`config.mk`:
```
export PLATFORM = sky130hd
export DESIGN_NAME = txseq_link_tx
export DESIGN_NICKNAME = d
export VERILOG_FILES = /design/src/rtl/txseq_pkg.sv /design/src/rtl/txseq_mf_timer.sv /design/src/rtl/txseq_phase_ctl.sv /design/src/rtl/txseq_lane_fmt.sv /design/src/rtl/txseq_link_tx.sv
export SDC_FILE = /design/constraint.sdc
export NUM_CORES = 1
export LEC_CHECK = 0
export BUFFER_PORTS_ARGS = -buffer_cell sky130_fd_sc_hd__buf_2
export CAP_MARGIN = 15
export CORE_MARGIN = 2
export CORE_UTILIZATION = 40
export DETAILED_ROUTE_END_ITERATION = 10
export GPL_TIMING_DRIVEN = 1
export PLACE_DENSITY = 0.65
export SETUP_SLACK_MARGIN = 0.4
export SYNTH_ARGS = -nofsm -noshare
export SYNTH_HDL_FRONTEND = slang
export SYNTH_SLANG_ARGS = --single-unit
```
`constraint.sdc`:
```
create_clock -name clk -period 6.95 [get_ports clk]
set_clock_uncertainty 0.05 [all_clocks]
set_input_delay 0.695 -clock clk [delete_from_list [all_inputs] [get_ports clk]]
set_output_delay 0.695 -clock clk [all_outputs]
set_load 0.02 [all_outputs]
```
`src/rtl/txseq_pkg.sv`:
```
package txseq_pkg;
  localparam int OCT_W    = 8;               // octets-per-frame field
  localparam int FRM_W    = 5;               // frames-per-multiframe field
  localparam int MFO_W    = OCT_W + FRM_W;   // octets per multiframe
  localparam int ILAS_MFS = 4;               // alignment multiframes
  localparam int MFC_W    = $clog2(ILAS_MFS);
  localparam int BPW      = 4;               // octets per lane word

  typedef enum logic [1:0] {
    PH_CGS  = 2'd0,
    PH_ILAS = 2'd1,
    PH_DATA = 2'd2
  } phase_e;

  localparam logic [7:0] K_COMMA    = 8'hBC;
  localparam logic [7:0] K_MF_START = 8'h1C;
  localparam logic [7:0] K_MF_ALIGN = 8'h7C;
  localparam logic [7:0] K_CFG_MARK = 8'h9C;
endpackage

```
`src/rtl/txseq_mf_timer.sv`:
```
module txseq_mf_timer
  import txseq_pkg::*;
(
  input  logic             clk,
  input  logic             rst_n,
  input  logic [OCT_W-1:0] frame_octets,
  input  logic [FRM_W-1:0] mf_frames,
  output logic [MFO_W-1:0] word_idx,
  output logic [MFO_W-1:0] mf_octets,
  output logic             first_w,
  output logic             last_w
);
  logic [MFO_W-1:0] words;

  assign mf_octets = MFO_W'(frame_octets) * MFO_W'(mf_frames);
  assign words     = mf_octets >> 2;
  assign first_w   = (word_idx == '0);
  // tolerate a run-time shrink of the multiframe: wrap at or beyond the end
  assign last_w    = (words <= MFO_W'(1)) || (word_idx >= words - MFO_W'(1));

  always_ff @(posedge clk or negedge rst_n) begin
    if (!rst_n)      word_idx <= '0;
    else if (last_w) word_idx <= '0;
    else             word_idx <= word_idx + MFO_W'(1);
  end
endmodule

```
`src/rtl/txseq_phase_ctl.sv`:
```
module txseq_phase_ctl
  import txseq_pkg::*;
(
  input  logic             clk,
  input  logic             rst_n,
  input  logic             sync_req_n,
  input  logic             first_w,
  input  logic             last_w,
  output phase_e           phase,
  output logic [MFC_W-1:0] mf_num,
  output logic             link_ready,
  output logic             frame_ready
);
  localparam logic [MFC_W-1:0] LAST_MF = MFC_W'(ILAS_MFS - 1);

  assign link_ready  = sync_req_n && (phase == PH_DATA);
  assign frame_ready = sync_req_n &&
                       ((phase == PH_DATA) || (phase == PH_ILAS && mf_num == LAST_MF));

  always_ff @(posedge clk or negedge rst_n) begin
    if (!rst_n) begin
      phase  <= PH_CGS;
      mf_num <= '0;
    end else if (!sync_req_n) begin
      phase  <= PH_CGS;
      mf_num <= '0;
    end else begin
      unique case (phase)
        PH_CGS: if (last_w) begin
          phase  <= PH_ILAS;
          mf_num <= '0;
        end
        PH_ILAS: if (last_w) begin
          if (mf_num == LAST_MF) phase <= PH_DATA;
          else                   mf_num <= mf_num + MFC_W'(1);
        end
        default: phase <= PH_DATA;
      endcase
    end
  end


  rdy_order_chk: assert property (@(posedge clk) disable iff (!rst_n)
    link_ready |-> frame_ready);

  ilas_entry_chk: assert property (@(posedge clk) disable iff (!rst_n)
    (phase == PH_ILAS && $past(phase) == PH_CGS) |-> first_w);

  data_entry_chk: assert property (@(posedge clk) disable iff (!rst_n)
    (phase == PH_DATA && $past(phase) == PH_ILAS) |-> ($past(last_w) && $past(mf_num) == LAST_MF));

  sync_drop_chk: assert property (@(posedge clk) disable iff (!rst_n)
    !sync_req_n |=> (phase == PH_CGS && mf_num == '0));
endmodule

```
`src/rtl/txseq_lane_fmt.sv`:
```
module txseq_lane_fmt
  import txseq_pkg::*;
#(
  parameter logic [7:0] FILL_OCTET = 8'hE7
) (
  input  logic             clk,
  input  logic             rst_n,
  input  logic             sync_req_n,
  input  phase_e           phase,
  input  logic [MFC_W-1:0] mf_num,
  input  logic [MFO_W-1:0] word_idx,
  input  logic [MFO_W-1:0] mf_octets,
  input  logic             take,
  input  logic [8*BPW-1:0] in_word,
  output logic [8*BPW-1:0] out_word,
  output logic [BPW-1:0]   out_ctrl
);
  logic [8*BPW-1:0] nxt_word;
  logic [BPW-1:0]   nxt_ctrl;
  logic [MFO_W-1:0] oct_idx;

  always_comb begin
    nxt_word = '0;
    nxt_ctrl = '0;
    oct_idx  = '0;
    for (int j = 0; j < BPW; j++) begin
      oct_idx = (word_idx << 2) + MFO_W'(j);
      if (!sync_req_n || phase == PH_CGS) begin
        nxt_word[8*(BPW-1-j) +: 8] = K_COMMA;
        nxt_ctrl[BPW-1-j]          = 1'b1;
      end else if (phase == PH_ILAS) begin
        if (oct_idx == '0) begin
          nxt_word[8*(BPW-1-j) +: 8] = K_MF_START;
          nxt_ctrl[BPW-1-j]          = 1'b1;
        end else if (oct_idx == mf_octets - MFO_W'(1)) begin
          nxt_word[8*(BPW-1-j) +: 8] = K_MF_ALIGN;
          nxt_ctrl[BPW-1-j]          = 1'b1;
        end else if (mf_num == MFC_W'(1) && oct_idx == MFO_W'(1)) begin
          nxt_word[8*(BPW-1-j) +: 8] = K_CFG_MARK;
          nxt_ctrl[BPW-1-j]          = 1'b1;
        end else begin
          nxt_word[8*(BPW-1-j) +: 8] = oct_idx[7:0];
        end
      end else if (take) begin
        nxt_word[8*(BPW-1-j) +: 8] = in_word[8*(BPW-1-j) +: 8];
      end else begin
        nxt_word[8*(BPW-1-j) +: 8] = FILL_OCTET;
      end
    end
  end

  always_ff @(posedge clk or negedge rst_n) begin
    if (!rst_n) begin
      out_word <= {BPW{K_COMMA}};
      out_ctrl <= '1;
    end else begin
      out_word <= nxt_word;
      out_ctrl <= nxt_ctrl;
    end
  end


  cgs_ctrl_chk: assert property (@(posedge clk) disable iff (!rst_n)
    !sync_req_n |=> (out_ctrl == '1 && out_word == {BPW{K_COMMA}}));
endmodule

```
`src/rtl/txseq_link_tx.sv`:
```
module txseq_link_tx
  import txseq_pkg::*;
#(
  parameter int         LANES      = 2,
  parameter logic [7:0] FILL_OCTET = 8'hE7
) (
  input  logic                   clk,
  input  logic                   rst_n,
  input  logic                   sync_req_n,
  input  logic [LANES*32-1:0]    in_data,
  input  logic                   in_valid,
  input  logic                   in_err,
  input  logic [7:0]             frame_octets,
  input  logic [4:0]             mf_frames,
  output logic                   link_ready,
  output logic                   frame_ready,
  output logic [3:0]             mf_start,
  output logic [LANES*32-1:0]    lane_data,
  output logic [LANES*4-1:0]     lane_ctrl,
  output logic                   err_sticky
);
  localparam int LW = 8 * BPW;

  logic [MFO_W-1:0] word_idx, mf_octets;
  logic             first_w, last_w;
  phase_e           phase;
  logic [MFC_W-1:0] mf_num;
  logic             take;

  txseq_mf_timer u_timer (
    .clk(clk), .rst_n(rst_n), .frame_octets(frame_octets), .mf_frames(mf_frames),
    .word_idx(word_idx), .mf_octets(mf_octets), .first_w(first_w), .last_w(last_w)
  );

  txseq_phase_ctl u_ctl (
    .clk(clk), .rst_n(rst_n), .sync_req_n(sync_req_n), .first_w(first_w),
    .last_w(last_w), .phase(phase), .mf_num(mf_num),
    .link_ready(link_ready), .frame_ready(frame_ready)
  );

  assign mf_start = {first_w, 3'b000};
  assign take     = link_ready && in_valid && !in_err;

  for (genvar n = 0; n < LANES; n++) begin : g_lane
    txseq_lane_fmt #(.FILL_OCTET(FILL_OCTET)) u_fmt (
      .clk(clk), .rst_n(rst_n), .sync_req_n(sync_req_n), .phase(phase),
      .mf_num(mf_num), .word_idx(word_idx), .mf_octets(mf_octets), .take(take),
      .in_word(in_data[LW*n +: LW]),
      .out_word(lane_data[LW*n +: LW]),
      .out_ctrl(lane_ctrl[BPW*n +: BPW])
    );
  end

  always_ff @(posedge clk or negedge rst_n) begin
    if (!rst_n)                     err_sticky <= 1'b0;
    else if (link_ready && in_err)  err_sticky <= 1'b1;
  end


  sticky_hold_chk: assert property (@(posedge clk) disable iff (!rst_n)
    $past(err_sticky) |-> err_sticky);

  sticky_idle_chk: assert property (@(posedge clk) disable iff (!rst_n)
    (!link_ready && !err_sticky) |=> !err_sticky);

  sticky_valid_chk: assert property (@(posedge clk) disable iff (!rst_n)
    (link_ready && !in_err) |=> (err_sticky == $past(err_sticky)));
endmodule

```
==> run_results.csv, run 1 <==
group,metric,value,unit
floorplan,initial_utilization,0.411,
floorplan,die_w,126,um
yosys,synthArstFlopShare,1.00,
layout,fin_nets,921,
detailed_routing,vias_per_cell,5.48,
min_path,hold_path_class,"in2async",
timing,period_minus_slack,6.11,ns
layout,final_cell_area,7200,um2
detailed_routing,firstDrtPassIters,5,
placement,place_area,6900,um2
global_routing,gr-total-overflow,0,
global_routing,grt_pass1_wl,27000,um
yosys,synth.most_common_cell,"nor2_1",
yosys,synth_ff_type,"dfstp_2",
cts,cts_buffer_depth,2,
power_and_ir_drop,power.leakage,3.33,nW
floorplan,rows,44,
cts,cts_setup_buffers,0,
layout,drive_gt1_frac,0.303,
layout,area_growth,20.2,%
cts,cts_tree,"built",
setup_path,required,7.12,ns
timing,fin_setup_tns,0,ns
cts,clkSinkCount,86,
cts,cts_buffers,9,
cts,h-tree-depth,3,
floorplan,dieArea,16000,um2
timing,finalHoldViolations,0,
timing,rsz0062_at_grt,"false",
yosys,synth-seq-area-share,0.368,
yosys,synth_edf_count,0,
cts,hold_buffers,0,
setup_path,end_kind,"register",
yosys,synth_area_leaders,"dfstp_2 (19%), dfrtp_1 (18%), ha_1 (8.6%)",
floorplan,die_h,126,um
timing,slew_violations,0,
cts,cts_root_buffer,"clkbuf_16",
job,max_cap_viol_count,0,
cts,clk_pin_slew,0.06,ns
setup_path,worstPathMaxFanout,16,
yosys,avgSynthCellArea,9.34,um2
global_routing,grt_pass1_vias,5401,
placement,io_buffers,157,
power_and_ir_drop,p_per_area,302,nW/um2
setup_path,path_class,"in2reg",
layout,nFillCells,1410,
timing,min_period_over_period,0.879,
yosys,synth_cells,641,
global_routing,grt_max_degree,78,
layout,finalNonFillerCells,969,
placement,gp_congestion,0.945,
outcome,status,"finished, final reports clean",
yosys,yosysTopAreaCell,"dfstp_2",
detailed_routing,via_count,5308,
setup_path,start_kind,"primary input",
yosys,synth_top_cell_area_share,0.193,
global_routing,grt_antenna_before_repair,0,
global_routing,track_usage,0.208,
detailed_routing,drt-initial-drc-count,221,
timing,relSlewSlack,0.338,
timing,max_freq,164,MHz
yosys,synthTopCellsByCount,"nor2_1 (60), nand2_1 (52), o21ai_0 (46)",
yosys,syn-cell-area,5990,um2
detailed_routing,routed_wl,16300,um
detailed_routing,antenna_left,0,
yosys,yosysWarnings,0,
yosys,synth_cell_types,65,
placement,hpwlAfterDp,12900,um
placement,placed_cells,953,
setup_path,cp_data_arrival_time,6.28,ns
cts,ctsResizeCount,0,
power_and_ir_drop,max-vdd-ir-drop,0.135,mV
timing,setup_viol,0,
detailed_routing,routedWlPerCell,16.8,um
timing,worstMarginPinSlew,0.993,ns
floorplan,io_pins,161,
cts,worstSkewPairLatency,0.33,ns
detailed_routing,drc,0,
layout,n_antenna_cell,0,
yosys,ys_ff_latch,86,
floorplan,core_area,14600,um2
-- worst paths after layout --
path	from	to	slack [ns]	cells past startpoint
max	mf_frames[4]	u_ctl.phase[0]$_DFFE_PN0P_	0.84	22
min	rst_n	u_timer.word_idx[7]$_DFF_PN0_	0.13	1
max reg2reg	u_timer.word_idx[7]$_DFF_PN0_	g_lane[1].u_fmt.out_word[0]$_DFF_PN0_	3.73	7
min reg2reg	err_sticky$_DFFE_PN0P_	err_sticky$_DFFE_PN0P_	0.40	1
max in group asynchronous	rst_n	g_lane[0].u_fmt.out_word[9]$_DFF_PN0_	5.56	2
min in group clk	err_sticky$_DFFE_PN0P_	err_sticky$_DFFE_PN0P_	0.40	1
-- logic make-up (layout without fill, tap and decap cells) --
group / count (synthesis) / count (layout) / synth area share
AO/OA/AOI/OAI: 167 / 167 / 0.186
XOR/XNOR: 35 / 35 / 0.0581
adder cells (fa/ha/maj): 59 / 59 / 0.146
buffers and inverters: 68 / 210 / 0.0487
flip-flops: 86 / 86 / 0.368
multiplexers: 1 / 1 / 0.00188
other: 1 / 3 / 0.000626
AND/OR/NAND/NOR: 224 / 224 / 0.191
-- metal layers --
metal / share of wire / track usage
met1: 0.43 / 0.267
met2: 0.50 / 0.362
met3: 0.058 / 0.0380
met4: 0.015 / 0.0537
met5: 0 / 0
-- where the power goes --
group | switching (mW) | internal (mW) | leakage (nW)
Sequential | 0.0787 | 0.595 | 1.04
Clock | 0.203 | 0.283 | 0.148
Combinational | 0.601 | 0.413 | 2.15
Total | 0.882 | 1.29 | 3.33
-- state kept, by name, summed over array words and instances, names as in the netlist --
register and cells:
g_lane.u_fmt.out_word 64, u_timer.word_idx 13, g_lane.u_fmt.out_ctrl 4, u_ctl.mf_num 2, u_ctl.phase 2, err_sticky 1
-- cells in the final DEF (no fill, tap or decap), types with 3 or more instances in the layout --
cell / instances
a21oi_1: 41
nor3_1: 6
conb_1: 3
a31oi_1: 3
o22a_1: 6
and3_1: 8
o31a_1: 3
or3_1: 4
a21o_1: 9
o21ai_0: 46
a211oi_1: 5
and2_1: 26
nand3_1: 23
dfrtp_1: 42
o21a_1: 10
nand4b_1: 3
xor2_1: 14
buf_4: 8
nor2_1: 60
nor4_1: 6
buf_2: 156
or2_2: 4
xnor3_1: 3
ha_1: 41
xnor2_1: 18
dfstp_2: 44
clkbuf_16: 9
o211a_1: 3
inv_1: 30
fa_1: 18
nand4_1: 11
o211ai_1: 11
nand3b_1: 3
a211o_1: 5
o21ai_1: 6
nor3b_1: 3
nand2_1: 52
-- area by class of cell --
class	count	area, um2	area share
Multi-Input combinational cell	489	3500	0.487
Sequential cell	86	2210	0.307
Inverter	30	113	0.0156
Timing Repair Buffer	164	841	0.117
Clock buffer	9	225	0.0313
Clock inverter	7	80.1	0.0111
Tap cell	184	230	0.0320
-- metrics by stage --
stage | utilization | setup slack (ns) | hold slack [ns] | power, mW
after global placement | 0.473 | 0.641 | 0.407 | 1.66
final | 0.494 | 0.841 | 0.127 | 2.17
after CTS | 0.494 | 0.880 | 0.125 | 2.18
after global routing | 0.494 | 0.486 | 0.126 | 2.34
after detailed placement | 0.473 | 0.521 | 0.393 | 1.69
after floorplan | - | 1.04 | 0.349 | 1.43
-- worst max-delay path, stage by stage --
cell and delay (ns):
buf_2 0.16, nand2_1 0.09, fa_1 0.52, fa_1 0.54, inv_1 0.05, fa_1 0.47, ha_1 0.36, o21a_1 0.22
a21o_1 0.20, a2111o_1 0.43, a21o_1 0.19, and2_1 0.20, nor4_1 0.37, xnor2_1 0.17, ha_1 0.27, a21o_1 0.19
a21oi_1 0.18, o21ai_0 0.11, nand2_1 0.08, a31oi_1 0.06, or2_2 0.44, o2111a_1 0.27
Note: power is estimated with default switching activity, not from simulation.
==> run 2, diff against run 1 <==
ABC_AREA = 1   (was default)
CORE_UTILIZATION = 58   (was 40)
PLACE_DENSITY = 0.87   (was 0.65)
==> run 2 against run 1 <==
Flip-flop and latch count did not move; power rose by 23%; global-route usage grew 7.9 points; via count grew 11%; maximum frequency is 7.0% higher; non-clock buffer count fell by 4; final cell count grew 13%; highest routed layer unchanged; setup slack improved by 0.40 ns; register-to-register slack better by 0.35 ns; combinational power increased by 50%.
==> run_results.csv, run 2 <==
group,metric,value,unit
outcome,status,"finished, final reports clean",
timing,worstMarginPinSlew,1.06,ns
yosys,synth_area_leaders,"dfstp_2 (19%), dfrtp_1 (17%), nand2_1 (11%)",
setup_path,cp_data_arrival_time,5.92,ns
layout,drive_gt1_frac,0.292,
power_and_ir_drop,max-vdd-ir-drop,0.204,mV
layout,area_growth,16.8,%
detailed_routing,antenna_left,0,
yosys,synth-seq-area-share,0.353,
min_path,holdPathStages,1,
setup_path,worstReg2RegEnd,"g_lane[1].u_fmt.out_word[18]$_DFF_PN1_",
setup_path,end_kind,"register",
cts,cts_tree,"built",
yosys,ys_ff_latch,86,
yosys,yosysTopAreaCell,"dfstp_2",
timing,setup_viol,0,
power_and_ir_drop,power.internal,1.37,mW
detailed_routing,vias_per_cell,5.39,
timing,rsz0062_at_grt,"false",
power_and_ir_drop,p_per_area,368,nW/um2
yosys,synthTopCellsByCount,"nand2_1 (186), inv_1 (109), nor2_1 (93)",
min_path,hp-start,"err_sticky$_DFFE_PN0P_",
placement,io_buffers,157,
cts,cts_setup_buffers,0,
timing,min_period_over_period,0.821,
placement,gp_congestion,0.900,
yosys,synthArstFlopShare,1.00,
power_and_ir_drop,p_sw,1.31,mW
cts,cts_root_buffer,"clkbuf_8",
layout,final_cell_area,7290,um2
floorplan,die_h,108,um
yosys,yosysWarnings,0,
global_routing,grt.busiest_layer,"met2",
setup_path,start_kind,"primary input",
timing,fin_setup_tns,0,ns
timing,period_minus_slack,5.71,ns
power_and_ir_drop,power.leakage,3.85,nW
timing,holdWs,0.416,ns
cts,clkSinkCount,86,
layout,final_common_cell,"nand2_1",
layout,largest-register,"g_lane.u_fmt.out_word",
min_path,worstHoldEndpoint,"err_sticky$_DFFE_PN0P_",
floorplan,initial_utilization,0.602,
yosys,synth_ff_type,"dfstp_2",
detailed_routing,via_count,5876,
yosys,synth_edf_count,0,
floorplan,rows,37,
setup_path,rr_worst_depth,9,
cts,cts_buffer_depth,2,
cts,ctsResizeCount,0,
power_and_ir_drop,p_clk_frac,0.131,
floorplan,io_pins,161,
timing,relSlewSlack,0.294,
layout,layout_common_cells,"nand2_1 (186), buf_2 (156), inv_1 (109), nor2_1 (93), nand3_1 (54)",
timing,finalHoldViolations,0,
layout,nFillCells,854,
min_path,hold_path_class,"reg2reg",
job,max_cap_viol_count,0,
power_and_ir_drop,power_frac_comb,0.564,
global_routing,grt_max_degree,87,
global_routing,gr-total-overflow,0,
placement,placed_cells,1074,
placement,hpwlAfterDp,12500,um
cts,h-tree-depth,3,
global_routing,grt_pass1_vias,5549,
detailed_routing,routedWlPerCell,14.8,um
yosys,synth.most_common_cell,"nand2_1",
cts,hold_buffers,0,
setup_path,worstPathMaxFanout,13,
detailed_routing,drt-initial-drc-count,609,
power_and_ir_drop,seq_power_share,0.305,
power_and_ir_drop,power_switching_share,0.489,
placement,place_area,7100,um2
global_routing,grt_antenna_before_repair,1,
global_routing,gr-usage-met1,0.374,
yosys,syn-cell-area,6250,um2
floorplan,dieArea,11600,um2
cts,clk_pin_slew,0.10,ns
yosys,synth_cells,802,
layout,finalNonFillerCells,1091,
detailed_routing,routed_wl,16200,um
layout,fin_nets,1090,
timing,max_freq,175,MHz
timing,slew_violations,0,
yosys,avgSynthCellArea,7.79,um2
floorplan,core_area,10400,um2
global_routing,grt_util_met2,0.486,
yosys,synth_top_cell_area_share,0.185,
setup_path,required,7.17,ns
global_routing,track_usage,0.286,
yosys,synth_cell_types,40,
global_routing,grt_pass1_wl,26300,um
detailed_routing,firstDrtPassIters,5,
layout,largest_reg_flops,64,
floorplan,die_w,108,um
cts,worstSkewPairLatency,0.38,ns
setup_path,path_class,"in2reg",
detailed_routing,drc,0,
setup_path,worstReg2RegStart,"u_ctl.phase[1]$_DFFE_PN0P_",
cts,cts_buffers,9,
setup_path,r2r_setup_slack,4.08,ns
global_routing,use_met3,0.0496,
layout,reg_top3,"g_lane.u_fmt.out_word x64, u_timer.word_idx x13, g_lane.u_fmt.out_ctrl x4",
run 2: cell count changes in the layout (fill, tap and decap cells not counted), moves of 10 or more:
| cell | change |
|---|---|
| nand4_1 | +21 |
| nor2_2 | +10 |
| o211ai_1 | -11 |
| clkbuf_8 | +10 |
| inv_1 | +79 |
| and2_1 | -26 |
| o21ai_0 | -14 |
| nand2_2 | +17 |
| nor2_1 | +33 |
| xnor2_1 | -15 |
| nand2_1 | +134 |
| a21oi_1 | -28 |
| nand3_1 | +31 |
run 2: worst max path at each step:
stage	start	to	slack [ns]	depth (start not counted)
global route	mf_frames[4]	u_timer.word_idx[11]$_DFF_PN0_	0.76	28
finish	mf_frames[4]	u_timer.word_idx[3]$_DFF_PN0_	1.24	28
global placement	mf_frames[4]	u_timer.word_idx[11]$_DFF_PN0_	1.13	28
floorplan	mf_frames[4]	u_timer.word_idx[10]$_DFF_PN0_	1.32	29
CTS	mf_frames[4]	u_timer.word_idx[10]$_DFF_PN0_	1.26	28
detailed placement	mf_frames[4]	u_timer.word_idx[10]$_DFF_PN0_	0.92	28
run 2: cells by family (layout without fill, tap and decap cells):
| logic type | count (synthesis) | count (layout) | share of synthesized area |
|---|---|---|---|
| simple gates | 437 | 437 | 0.337 |
| buf+inv | 141 | 291 | 0.0901 |
| flops | 86 | 86 | 0.353 |
| compound gates | 62 | 62 | 0.0563 |
| fa+ha+maj | 59 | 59 | 0.140 |
| xor+xnor | 16 | 16 | 0.0224 |
| other cells | 1 | 4 | 0.000600 |
run 2: power groups by stage:
stage / sequential, mW / combinational (mW) / clock, mW
4_1_cts: 0.816 / 1.50 / 0.351
2_1_floorplan: 0.995 / 0.930 / 0
5_1_grt: 0.836 / 1.68 / 0.373
6_report: 0.818 / 1.51 / 0.351
3_3_place_gp: 0.818 / 1.45 / 0
3_5_place_dp: 0.825 / 1.49 / 0
run 2: layout make-up:
class	instances	area, um2	share of cell area
tap	136	170	0.0233
sequential	86	2210	0.303
inverter	115	432	0.0592
clock inverter	6	51.3	0.00703
multi-input combinational	577	3480	0.478
antenna	1	2.50	0.000343
clock buffer	10	138	0.0189
timing repair buffer	160	811	0.111
run 2: routing by layer:
metal  share of wire  vias up
met1            0.40     2778
met4           0.022        0
met5               0        -
met2            0.50      235
met3           0.079       27
li1                -     2836
run 2: through the flow:
stage	setup slack (ns)	util	total power, mW
after detailed placement	0.920	0.685	2.32
final	1.24	0.703	2.68
after floorplan	1.32	-	1.92
after global routing	0.758	0.703	2.89
after global placement	1.13	0.685	2.27
after CTS	1.26	0.703	2.67
run 2: worst max-delay path, cell delays in order:
cell and delay, ns:
buf_2 0.16, nand2_1 0.10, fa_1 0.54, inv_1 0.05
fa_1 0.50, fa_1 0.49, ha_1 0.39, nand2_1 0.16
inv_2 0.05, a21oi_2 0.20, nand2_2 0.08, nand2_2 0.11
nand2_4 0.08, nor2_4 0.16, inv_1 0.06, nor3_1 0.23
nand4_1 0.15, xor2_1 0.15, inv_1 0.05, ha_1 0.31
nand2_1 0.11, nor2_1 0.05, nand2_1 0.06, o211a_1 0.13
nand2_1 0.05, a21oi_1 0.20, nand2_1 0.33, nor3b_1 0.30
